### src/rtl/pd_hold_pkg.sv
package pd_hold_pkg;
  typedef enum logic [2:0] {
    PS_STBY = 3'd0,
    PS_ACT  = 3'd1,
    PS_SINK = 3'd2,
    PS_DEEP = 3'd3,
    PS_WAKE = 3'd4
  } pstate_e;

  localparam logic [7:0] OPC_SLEEP = 8'hB9;
  localparam logic [7:0] OPC_RISE  = 8'hAB;
endpackage

### src/rtl/pd_dly_timer.sv
module pd_dly_timer #(
  parameter int TW = 9
) (
  input  logic          clk,
  input  logic          rst,
  input  logic          load,
  input  logic [TW-1:0] load_val,
  output logic          expired
);
  logic [TW-1:0] cnt_q;

  always_ff @(posedge clk) begin
    if (rst)               cnt_q <= '0;
    else if (load)         cnt_q <= load_val;
    else if (cnt_q != '0)  cnt_q <= cnt_q - 1'b1;
  end

  assign expired = (cnt_q == '0);


  tmr_count_chk: assert property (@(posedge clk) disable iff (rst)
    (!load && cnt_q != '0) |=> (cnt_q < $past(cnt_q)));
endmodule

### src/rtl/pd_hold_track.sv
module pd_hold_track (
  input  logic clk,
  input  logic rst,
  input  logic cs_n,
  input  logic sclk,
  input  logic hold_n,
  input  logic quad_phase,
  output logic hold_q,
  output logic hold_nx
);
  logic hold_n_q;

  always_comb begin
    hold_nx = hold_q;
    if (hold_q) begin
      if (hold_n && !sclk) hold_nx = 1'b0;
    end else if (!cs_n && !quad_phase && hold_n_q && !hold_n && !sclk) begin
      hold_nx = 1'b1;
    end
  end

  always_ff @(posedge clk) begin
    if (rst) begin
      hold_q   <= 1'b0;
      hold_n_q <= 1'b1;
    end else begin
      hold_q   <= hold_nx;
      hold_n_q <= hold_n;
    end
  end


  hold_entry_chk: assert property (@(posedge clk) disable iff (rst)
    $rose(hold_q) |-> (!$past(sclk) && !$past(cs_n) && !$past(quad_phase) && !$past(hold_n)));


  hold_exit_chk: assert property (@(posedge clk) disable iff (rst)
    $fell(hold_q) |-> ($past(hold_n) && !$past(sclk)));
endmodule

### src/rtl/pd_pwr_fsm.sv
module pd_pwr_fsm
  import pd_hold_pkg::*;
#(
  parameter int ENTER_CYC = 375,
  parameter int EXIT_CYC  = 375,
  parameter int CNT_W     = 6,
  parameter int OP_BITS   = 8,
  parameter int TW        = 9
) (
  input  logic             clk,
  input  logic             rst,
  input  logic             cs_rise,
  input  logic             cs_fall,
  input  logic             hold_q,
  input  logic [7:0]       opcode,
  input  logic [CNT_W-1:0] bit_cnt,
  input  logic             wr_busy,
  input  logic             tmr_expired,
  output pstate_e          state_q,
  output pstate_e          state_nx,
  output logic             tmr_load,
  output logic [TW-1:0]    tmr_val
);
  logic frame_ok;

  assign frame_ok = cs_rise && (bit_cnt == CNT_W'(OP_BITS)) && !wr_busy && !hold_q;

  always_comb begin
    state_nx = state_q;
    tmr_load = 1'b0;
    tmr_val  = TW'(ENTER_CYC);
    unique case (state_q)
      PS_STBY: if (cs_fall && !hold_q) state_nx = PS_ACT;
      PS_ACT: begin
        if (frame_ok && opcode == OPC_SLEEP) begin
          state_nx = PS_SINK;
          tmr_load = 1'b1;
        end else if (cs_rise) begin
          state_nx = PS_STBY;
        end
      end
      PS_SINK: if (tmr_expired) state_nx = PS_DEEP;
      PS_DEEP: begin
        if (frame_ok && opcode == OPC_RISE) begin
          state_nx = PS_WAKE;
          tmr_load = 1'b1;
          tmr_val  = TW'(EXIT_CYC);
        end
      end
      PS_WAKE: if (tmr_expired) state_nx = PS_STBY;
      default: state_nx = PS_STBY;
    endcase
  end

  always_ff @(posedge clk) begin
    if (rst) state_q <= PS_STBY;
    else     state_q <= state_nx;
  end


  sink_path_chk: assert property (@(posedge clk) disable iff (rst)
    (state_q == PS_SINK) |=> (state_q == PS_SINK || state_q == PS_DEEP));


  deep_path_chk: assert property (@(posedge clk) disable iff (rst)
    (state_q == PS_DEEP) |=> (state_q == PS_DEEP || state_q == PS_WAKE));


  busy_block_chk: assert property (@(posedge clk) disable iff (rst)
    (wr_busy && state_q == PS_ACT) |=> (state_q != PS_SINK));


  wake_path_chk: assert property (@(posedge clk) disable iff (rst)
    (state_q == PS_WAKE) |=> (state_q == PS_WAKE || state_q == PS_STBY));
endmodule

### src/rtl/pd_hold_seq.sv
module pd_hold_seq
  import pd_hold_pkg::*;
#(
  parameter int ENTER_CYC = 375,
  parameter int EXIT_CYC  = 375,
  parameter int CNT_W     = 6,
  parameter int OP_BITS   = 8
) (
  input  logic             clk,
  input  logic             rst,
  input  logic             cs_n,
  input  logic             sclk,
  input  logic             hold_n,
  input  logic [7:0]       opcode,
  input  logic [CNT_W-1:0] bit_cnt,
  input  logic             wr_busy,
  input  logic             quad_phase,
  output logic             cmd_gate,
  output logic             hold_out,
  output logic             pwr_ready,
  output logic             if_reset,
  output logic [2:0]       pwr_state
);
  localparam int TMAX = (ENTER_CYC > EXIT_CYC) ? ENTER_CYC : EXIT_CYC;
  localparam int TW   = $clog2(TMAX + 1);

  logic          cs_q, cs_rise, cs_fall;
  logic          hold_q, hold_nx;
  logic          tmr_load, tmr_exp;
  logic [TW-1:0] tmr_val;
  pstate_e       st_q, st_nx;

  assign cs_rise = !cs_q && cs_n;
  assign cs_fall = cs_q && !cs_n;

  pd_hold_track u_hold (
    .clk(clk), .rst(rst), .cs_n(cs_n), .sclk(sclk), .hold_n(hold_n),
    .quad_phase(quad_phase), .hold_q(hold_q), .hold_nx(hold_nx)
  );

  pd_dly_timer #(.TW(TW)) u_tmr (
    .clk(clk), .rst(rst), .load(tmr_load), .load_val(tmr_val), .expired(tmr_exp)
  );

  pd_pwr_fsm #(
    .ENTER_CYC(ENTER_CYC), .EXIT_CYC(EXIT_CYC), .CNT_W(CNT_W),
    .OP_BITS(OP_BITS), .TW(TW)
  ) u_fsm (
    .clk(clk), .rst(rst), .cs_rise(cs_rise), .cs_fall(cs_fall), .hold_q(hold_q),
    .opcode(opcode), .bit_cnt(bit_cnt), .wr_busy(wr_busy), .tmr_expired(tmr_exp),
    .state_q(st_q), .state_nx(st_nx), .tmr_load(tmr_load), .tmr_val(tmr_val)
  );

  always_ff @(posedge clk) begin
    if (rst) begin
      cs_q      <= 1'b1;
      cmd_gate  <= 1'b0;
      pwr_ready <= 1'b1;
      if_reset  <= 1'b0;
    end else begin
      cs_q      <= cs_n;
      cmd_gate  <= (st_nx == PS_ACT) && !cs_n && !hold_nx;
      pwr_ready <= (st_nx == PS_STBY) || (st_nx == PS_ACT);
      if_reset  <= cs_rise && hold_q;
    end
  end

  assign hold_out  = hold_q;
  assign pwr_state = st_q;


  gate_qual_chk: assert property (@(posedge clk) disable iff (rst)
    cmd_gate |-> (pwr_ready && !hold_out && pwr_state == 3'd1));


  ifrst_src_chk: assert property (@(posedge clk) disable iff (rst)
    if_reset |-> ($past(cs_n) && $past(hold_out)));


  ifrst_pulse_chk: assert property (@(posedge clk) disable iff (rst)
    if_reset |=> !if_reset);
endmodule

### config.mk
export PLATFORM = sky130hd
export DESIGN_NAME = pd_hold_seq
export DESIGN_NICKNAME = d
export VERILOG_FILES = /design/src/rtl/pd_hold_pkg.sv /design/src/rtl/pd_dly_timer.sv /design/src/rtl/pd_hold_track.sv /design/src/rtl/pd_pwr_fsm.sv /design/src/rtl/pd_hold_seq.sv
export SDC_FILE = /design/constraint.sdc
export NUM_CORES = 1
export LEC_CHECK = 0
export ABC_AREA = 0
export BUFFER_PORTS_ARGS = -buffer_cell sky130_fd_sc_hd__buf_4
export CAP_MARGIN = 10
export CORE_UTILIZATION = 44
export CTS_BUF_LIST = sky130_fd_sc_hd__clkbuf_16
export CTS_CLUSTER_DIAMETER = 40
export CTS_CLUSTER_SIZE = 20
export DETAILED_ROUTE_END_ITERATION = 7
export GPL_TIMING_DRIVEN = 0
export PLACE_DENSITY = 0.75
export SYNTH_ARGS = -nofsm -noshare
export SYNTH_HDL_FRONTEND = slang
export SYNTH_SLANG_ARGS = --single-unit
export TNS_END_PERCENT = 1
### constraint.sdc
create_clock -name clk -period 1.65 [get_ports clk]
set_input_delay 0.33 -clock clk [delete_from_list [all_inputs] [get_ports clk]]
set_output_delay 0.33 -clock clk [all_outputs]
set_load 0.005 [all_outputs]
======== Word level (Yosys, flattened, before mapping) ========
Index checks and enable logic that the tools add are counted.
storage, ports and cells
  RAM bits ................................ 0
  latch bits .............................. 0
  ROM bits ................................ 0
  bits in registers ....................... 18
  output and inout bits ................... 7
  memories kept ........................... 0
  logic and storage cells ................. 64
operators by class
  div/mod/pow operators ................... 0
  bitwise logic cells ..................... 0
  reductions and logical operators ........ 31
  multiplexer cells ....................... 15
  add/subtract/negate cells ............... 1
  multipliers ............................. 0
  order comparisons ....................... 0
  shift-type cells ........................ 0
  eq/ne operators ......................... 8
operators with widths
  operator                                              number
  2-to-1 mux 3 bit                                      6
  2-to-1 mux 9 bit                                      2
  equality test 8 bit (second input constant)           2
  logical AND 1 bit                                     16
  case mux 3 bit (5 select lines)                       1
  logical NOT 9 bit                                     1
  nonzero test 9 bit                                    1
  subtractor 9 x 1 -> 9 bit (second input constant)     1
  logical NOT 1 bit                                     8
  equality test 3 x 1 -> 1 bit (second input constant)  2
  equality test 3 x 2 -> 1 bit (second input constant)  2
  equality test 6 x 4 -> 1 bit (second input constant)  1
  logical NOT 3 bit                                     2
  2-to-1 mux 1 bit                                      5
  equality test 3 bit (second input constant)           1
  case mux 1 bit (2 select lines)                       1
  nonzero test 2 bit                                    1
  OR reduction 2 bit                                    1
  logical OR 1 bit                                      1

======== Longest topological paths before layout ========
Gate-level depths: netlist of run 1.
  depth in word-level cells ............... 11
  mapped depth ............................ 7
  gate-level depth less buffers ........... 7

======== Cells and area by module ========
A second synthesis of run 1 with hierarchy kept.
unflattened totals
  cell total of the unflattened synthesis .. 120
  area total of the unflattened synthesis .. 1082.3 um2
modules (own cells, without submodules)
  module         seq. area each (um2)  area each (um2)  cells each  times used
  pd_dly_timer   180.2                 514.2            62          1
  pd_pwr_fsm     60.1                  334.1            39          1
  pd_hold_seq    80.1                  146.4            11          1
  pd_hold_track  40.0                  87.6             8           1

======== Least setup slack after synthesis of run 1 ========
No wires, ideal clock.
  path type ............................... reg2reg
  from .................................... register u_tmr.cnt_q[4]
  to ...................................... register u_tmr.cnt_q[1]
  data required time ...................... 1.579 ns
  buffers on the path ..................... 0
  period minus slack after synthesis ...... 1.823 ns
  library setup time ...................... 0.071 ns
  path slack .............................. -0.173 ns
  stages on the path, launching flop included .. 5
  arrival time ............................ 1.752 ns
  cell sequence ........................... dfxtp_1 -> or4_4 -> nor4_4 -> mux2_2 -> a21oi_1
between the ends
  word-level cells in the longest chain between the ends .. 2
ends and longest elaborated chain
  element                       line                source
  start: declaration            pd_dly_timer.sv:10  logic [TW-1:0] cnt_q;
  start signal: assignment      pd_dly_timer.sv:14  else if (load) cnt_q <= load_val;
  start signal: assignment      pd_dly_timer.sv:15  else if (cnt_q != '0) cnt_q <= cnt_q - 1'b1;
  nonzero test 9 bit            pd_dly_timer.sv:15
  nonzero test 2 bit (no line)  n/a
Every way passes these cells.
A chain may end at the register's enable or synchronous reset.

======== Final worst setup path of run 1 ========
  from .................................... register u_tmr.cnt_q[5]
  to ...................................... register u_tmr.cnt_q[1]
Same word-level chain as after synthesis.

==> results.cfg, run 1 <==
[floorplan]
die_w_um = 47.2
die_area_um2 = 2220
core_area_um2 = 1820
die_h_um = 47.2
rows = 15
num_io_pins = 28
initial_core_util_pct = 49.3

[logic_synthesis]
ys_ff_latch = 18
ys_seq_area_share_pct = 40.2
yosysUniqueCellTypes = 35
syn_inst = 102
synthesis.area_um2 = 897
syn-mean-instance-area_um2 = 8.80
yosysWarnings = 0
synth.area.top_cells = dfxtp_1, a21oi_1, nor2_1
synth_nets = 125
synth_top_area_cell = dfxtp_1
yosysTopAreaCellShare_pct = 40.2

[setup_path]
worstSetupPathType = flop to flop
rr_worst_depth = 5
crit_path_max_fanout = 3
crit_start = u_tmr.cnt_q[5]
crit_required_ns = 1.82
r2r-start = u_tmr.cnt_q[5]
cp-endpoint = u_tmr.cnt_q[1]
cp-start-kind = flop
rr_endpoint = u_tmr.cnt_q[1]
crit_path_end_kind = flop
r2r_slack_ns = -0.10
arrival_ns = 1.92

[power_and_ir_drop]
leakage_uw = 0.000537
internal-power_uw = 1300
irDropWorstVdd_v = 0.000934
pwr-share-clk_pct = 24.9
p_switching_uw = 652
power_uw = 1950
combPwrFrac_pct = 42.4
power_frac_seq_pct = 32.7
p_sw_share_pct = 33.4
p_per_area_nw_per_um2 = 1520

[clock_tree]
ctsRootBufferMaster = clkbuf_16
clkLatencyLatePin_ns = 0.25
clk_pin_slew_ns = 0.06
cts.htree.levels = 1
cts_tree = done
numCtsBuffers = 3
cts.sinks = 18
cts_buffer_depth = 2

[layout]
antennaDiodeCount = 0
drive_above_1_share_pct = 40.0
utilization_pct = 70.7
final_nets = 159
layout_common_cells = buf_4, a21oi_1, dfxtp_1
fin_cells = 160
n_fill_cell = 161
synthToLayoutAreaGrowth_pct = 43.4
layout_commonest_cell = buf_4

[routing]
wl_per_cell_um = 12.5
drtIter0Drc = 11
viasPerCell = 5.28
drt-pass1-iter-count = 4
drt-total-wl_um = 2000
route.vias.total = 845
postRouteAntennaNets = 0
drc_errors = 0

[placed_design]
io_buffers = 27
placedCellCount = 154
dp_hpwl_um = 1440
gp_congestion = 0.857

[grt]
grtUsageTotal_pct = 20.0
grt_max_degree = 11
gr-total-overflow = 0
antenna_found_initial = 0
grt_pass1_vias = 771
grt_pass1_wl_um = 3080

[timing]
fin_crit_ns = 1.75
setup_viol = 5
fin_crit_sh_pct = 106
rsz0062_at_grt = true
clock.fmax_mhz = 571
slew_violations = 0
fin_ws_ns = -0.103
hold_violations = 0
fin_skew_ns = 0.00502
worst_slew_pin_slew_ns = 0.490
holdWs_ns = 0.278
maxSlewHeadroom_pct = 67.4

[worst_hold_path]
hold_class = primary input to flop

[outcome]
violations = setup timing
run_status = complete, but fails checks

[run]
maxCapViolations = 0
cell usage after synthesis (all sizes together):
library cell / n
nor4b: 1
nor2b: 2
nor2: 11
dfxtp: 18
clkbuf: 2
mux2i: 2
ha: 2
or3b: 1
a21oi: 14
xor2: 1
mux2: 1
o21bai: 1
nand4: 1
nor3b: 4
o21ai: 1
nor3: 6
nand4b: 1
inv: 5
or3: 1
and3b: 2
a31o: 1
nand2b: 3
nand3b: 1
o2111a: 1
o211ai: 1
a21boi: 1
or2: 2
xnor2: 3
nand2: 2
nor4: 3
and4b: 1
nand3: 3
or4: 3
sequential cells by signal, indices dropped and copies added, names as in the netlist:
name             flops
if_reset             1
u_tmr.cnt_q          9
cs_q                 1
u_hold.hold_q        1
pwr_ready            1
cmd_gate             1
u_fsm.state_q        3
u_hold.hold_n_q      1
through the flow:
step	setup slack [ns]	cell area [µm²]	TNS, ns
final	-0.103	1290	-0.217
after global routing	-0.156	1290	-1.09
after CTS	-0.124	1260	-0.653
after detailed placement	-0.328	1150	-2.78
after global placement	-0.340	1150	-2.75
after floorplan	-0.0574	920	-0.190
worst min path at each step:
| stage | end | cells past startpoint | start | slack, ns |
|---|---|---|---|---|
| global route | u_hold.hold_n_q | 2 | hold_n | 0.29 |
| CTS | u_hold.hold_n_q | 2 | hold_n | 0.28 |
| detailed placement | u_hold.hold_n_q | 2 | hold_n | 0.53 |
| finish | u_hold.hold_n_q | 2 | hold_n | 0.28 |
| floorplan | pwr_ready | 1 | rst | 0.43 |
| global placement | u_hold.hold_n_q | 2 | hold_n | 0.52 |
power by group through the flow:
stage	clock (µW)	combinational, µW	sequential (µW)
3_3_place_gp	0	682	633
3_5_place_dp	0	712	635
5_1_grt	509	915	651
2_1_floorplan	0	576	616
4_1_cts	487	779	625
6_report	486	829	638
logic make-up after synthesis:
group | Yosys count | share of synthesized area [%]
AO/OA/AOI/OAI | 20 | 13.1
XOR/XNOR | 4 | 3.91
flip-flops | 18 | 40.2
multiplexers | 3 | 3.49
buffers and inverters | 7 | 2.93
AND/OR/NAND/NOR | 48 | 33.6
adder cells (fa/ha/maj) | 2 | 2.79
critical path: stages (launching register included):
cell     delay [ns]
dfxtp_2        0.32
or4_4          0.56
nor4_4         0.20
buf_4          0.17
mux2_4         0.29
a21oi_2        0.14
routing by layer:
metal  vias up  GRT usage, %  wire, µm
met5         -             0         0
met4         0          6.86         4
met3         2          3.85        70
met2        19          37.8      1020
met1       393          22.0       910
li1        431             -         -
what timing repair did:
item | in CTS | in global routing
hold buffers | 0 | 0
pin swaps | 5 | 3
buffers inserted | 3 | 0
endpoints found under the setup margin | 12 | 12
cloned | 0 | 0
gates resized for setup | 3 | 8
cell type report:
cell class / count / area, µm² / area share [%]
repair buffers: 30 / 229 / 17.8
clock buffers: 3 / 75.1 / 5.84
clock inverters: 1 / 3.75 / 0.292
plain buffers: 1 / 3.75 / 0.292
well taps: 25 / 31.3 / 2.43
multi-input cells: 77 / 557 / 43.3
flip-flops and latches: 18 / 368 / 28.6
inverters: 5 / 18.8 / 1.46
Note: power is estimated with default switching activity, not from simulation.
==> inputs of run 2 (changes only) <==
==> constraint.sdc (replaced) <==
create_clock -name clk -period 1.65 [get_ports clk]
set_input_delay 0.165 -clock clk [delete_from_list [all_inputs] [get_ports clk]]
set_output_delay 0.165 -clock clk [all_outputs]
set_load 0.005 [all_outputs]
==> results.cfg, run 2 (synthesis gave the netlist of run 1 again) <==
[routing]
wl_per_cell_um = 14.2
postRouteAntennaNets = 0
drc_errors = 0
route.vias.total = 867
drt-total-wl_um = 2320
viasPerCell = 5.32
drt-pass1-iter-count = 4
drtIter0Drc = 15

[clock_tree]
cts.htree.levels = 1
hold_buffers = 0
clkLatencyLatePin_ns = 0.24
ctsRootBufferMaster = clkbuf_16
cts.sinks = 18
numCtsBuffers = 3
cts_tree = done
cts_buffer_depth = 2
clk_pin_slew_ns = 0.05

[timing]
slew_violations = 0
rsz0062_at_grt = true
clock.fmax_mhz = 588
worst_slew_pin_slew_ns = 0.486
fin_ws_ns = -0.0504
setup-tns-final_ns = -0.156
holdWs_ns = 0.133
setup_viol = 5
maxSlewHeadroom_pct = 67.6
fin_skew_ns = 0.00232
fin_crit_sh_pct = 103
hold_violations = 0
fin_crit_ns = 1.70

[floorplan]
die_h_um = 47.2
die_w_um = 47.2
die_area_um2 = 2220
initial_core_util_pct = 49.3
num_io_pins = 28
rows = 15
core_area_um2 = 1820

[layout]
regMostFlops = u_tmr.cnt_q
utilization_pct = 72.0
drive_above_1_share_pct = 42.0
synthToLayoutAreaGrowth_pct = 46.2
layout_commonest_cell = buf_4
stdcell_area_um2 = 1310
largest_reg_flops = 9
antennaDiodeCount = 0
reg_top3 = u_tmr.cnt_q (9), u_fsm.state_q (3)
final_nets = 162
fin_cells = 163
layout_common_cells = buf_4, a21oi_1, dfxtp_1

[grt]
gr-total-overflow = 0
grt_max_degree = 11
grt_pass1_vias = 826
grt_pass1_wl_um = 3310
antenna_found_initial = 0
grtUsageTotal_pct = 21.4

[setup_path]
cpMaxStageDelayCell = or4_4
crit_path_end_kind = flop
crit_start = u_tmr.cnt_q[3]
max_stage_delay_ns = 0.57
crit_cells = 5
crit_required_ns = 1.82
rr_worst_depth = 5
critical_path.cell_chain = or4_4, nor4_4, buf_6, mux2_4, a21oi_2
r2r-start = u_tmr.cnt_q[3]
worstSetupPathType = flop to flop
arrival_ns = 1.87
cp-endpoint = u_tmr.cnt_q[1]
path_buf_inv = 1
rr_endpoint = u_tmr.cnt_q[1]
path_delay_family = simple AND/OR/NAND/NOR gates
crit_path_max_fanout = 8
r2r_slack_ns = -0.05
cp-start-kind = flop

[power_and_ir_drop]
leakage_uw = 0.000549
p_per_area_nw_per_um2 = 1540
irDropWorstVdd_v = 0.000787

[outcome]
run_status = complete, but fails checks
violations = setup timing

[placed_design]
placedCellCount = 154
place_area_um2 = 1150
gp_congestion = 0.741
io_buffers = 27
dp_hpwl_um = 1610

[worst_hold_path]
hold_class = primary input to flop

[run]
maxCapViolations = 0
run 2: how the worst min path moves through the flow:
stage | to | from | slack [ns] | cells after the start
2_1_floorplan | pwr_ready | rst | 0.26 | 1
3_3_place_gp | u_hold.hold_n_q | hold_n | 0.36 | 2
3_5_place_dp | u_hold.hold_n_q | hold_n | 0.37 | 2
4_1_cts | u_hold.hold_n_q | hold_n | 0.13 | 2
5_1_grt | u_hold.hold_n_q | hold_n | 0.12 | 2
6_report | u_hold.hold_n_q | hold_n | 0.13 | 2
run 2: final cells by class:
type | count | area [µm²]
Multi-Input combinational cell | 77 | 557
Fill cell | 149 | 509
Sequential cell | 18 | 370
Timing Repair Buffer | 33 | 251
Clock buffer | 3 | 75.1
Tap cell | 25 | 31.3
Inverter | 5 | 18.8
Clock inverter | 1 | 3.75
Buffer | 1 | 3.75
run 2: worst register-to-register path: stages, from the launching register on:
cell     delay [ns]
dfxtp_2        0.31
or4_4          0.57
nor4_4         0.17
buf_6          0.17
mux2_4         0.31
a21oi_2        0.11
run 2: routing by layer:
| metal | wire length, µm | GRT usage, % | vias up |
|---|---|---|---|
| met5 | 0 | 0 | - |
| met4 | 10 | 6.86 | 0 |
| met3 | 97 | 3.46 | 2 |
| met2 | 1230 | 41.7 | 25 |
| met1 | 972 | 23.2 | 400 |
| li1 | - | - | 440 |
run 2: metrics by stage:
stage,setup WS [ns],power (µW)
4_1_cts,-0.0972,1920
2_1_floorplan,-0.0574,1190
3_3_place_gp,-0.196,1310
5_1_grt,-0.111,2140
3_5_place_dp,-0.230,1360
6_report,-0.0504,2020
run 2: power breakdown:
group | internal [µW] | switching [µW]
Combinational | 473 | 430
Clock | 322 | 155
Sequential | 537 | 105
Total | 1330 | 689
run 2: what timing repair did:
item / CTS / global route
setup buffers: 4 / 2
gates resized for setup: 8 / 6
pin swaps: 8 / 2
endpoints found under the setup margin: 12 / 12
hold endpoints to repair: 0 / 0
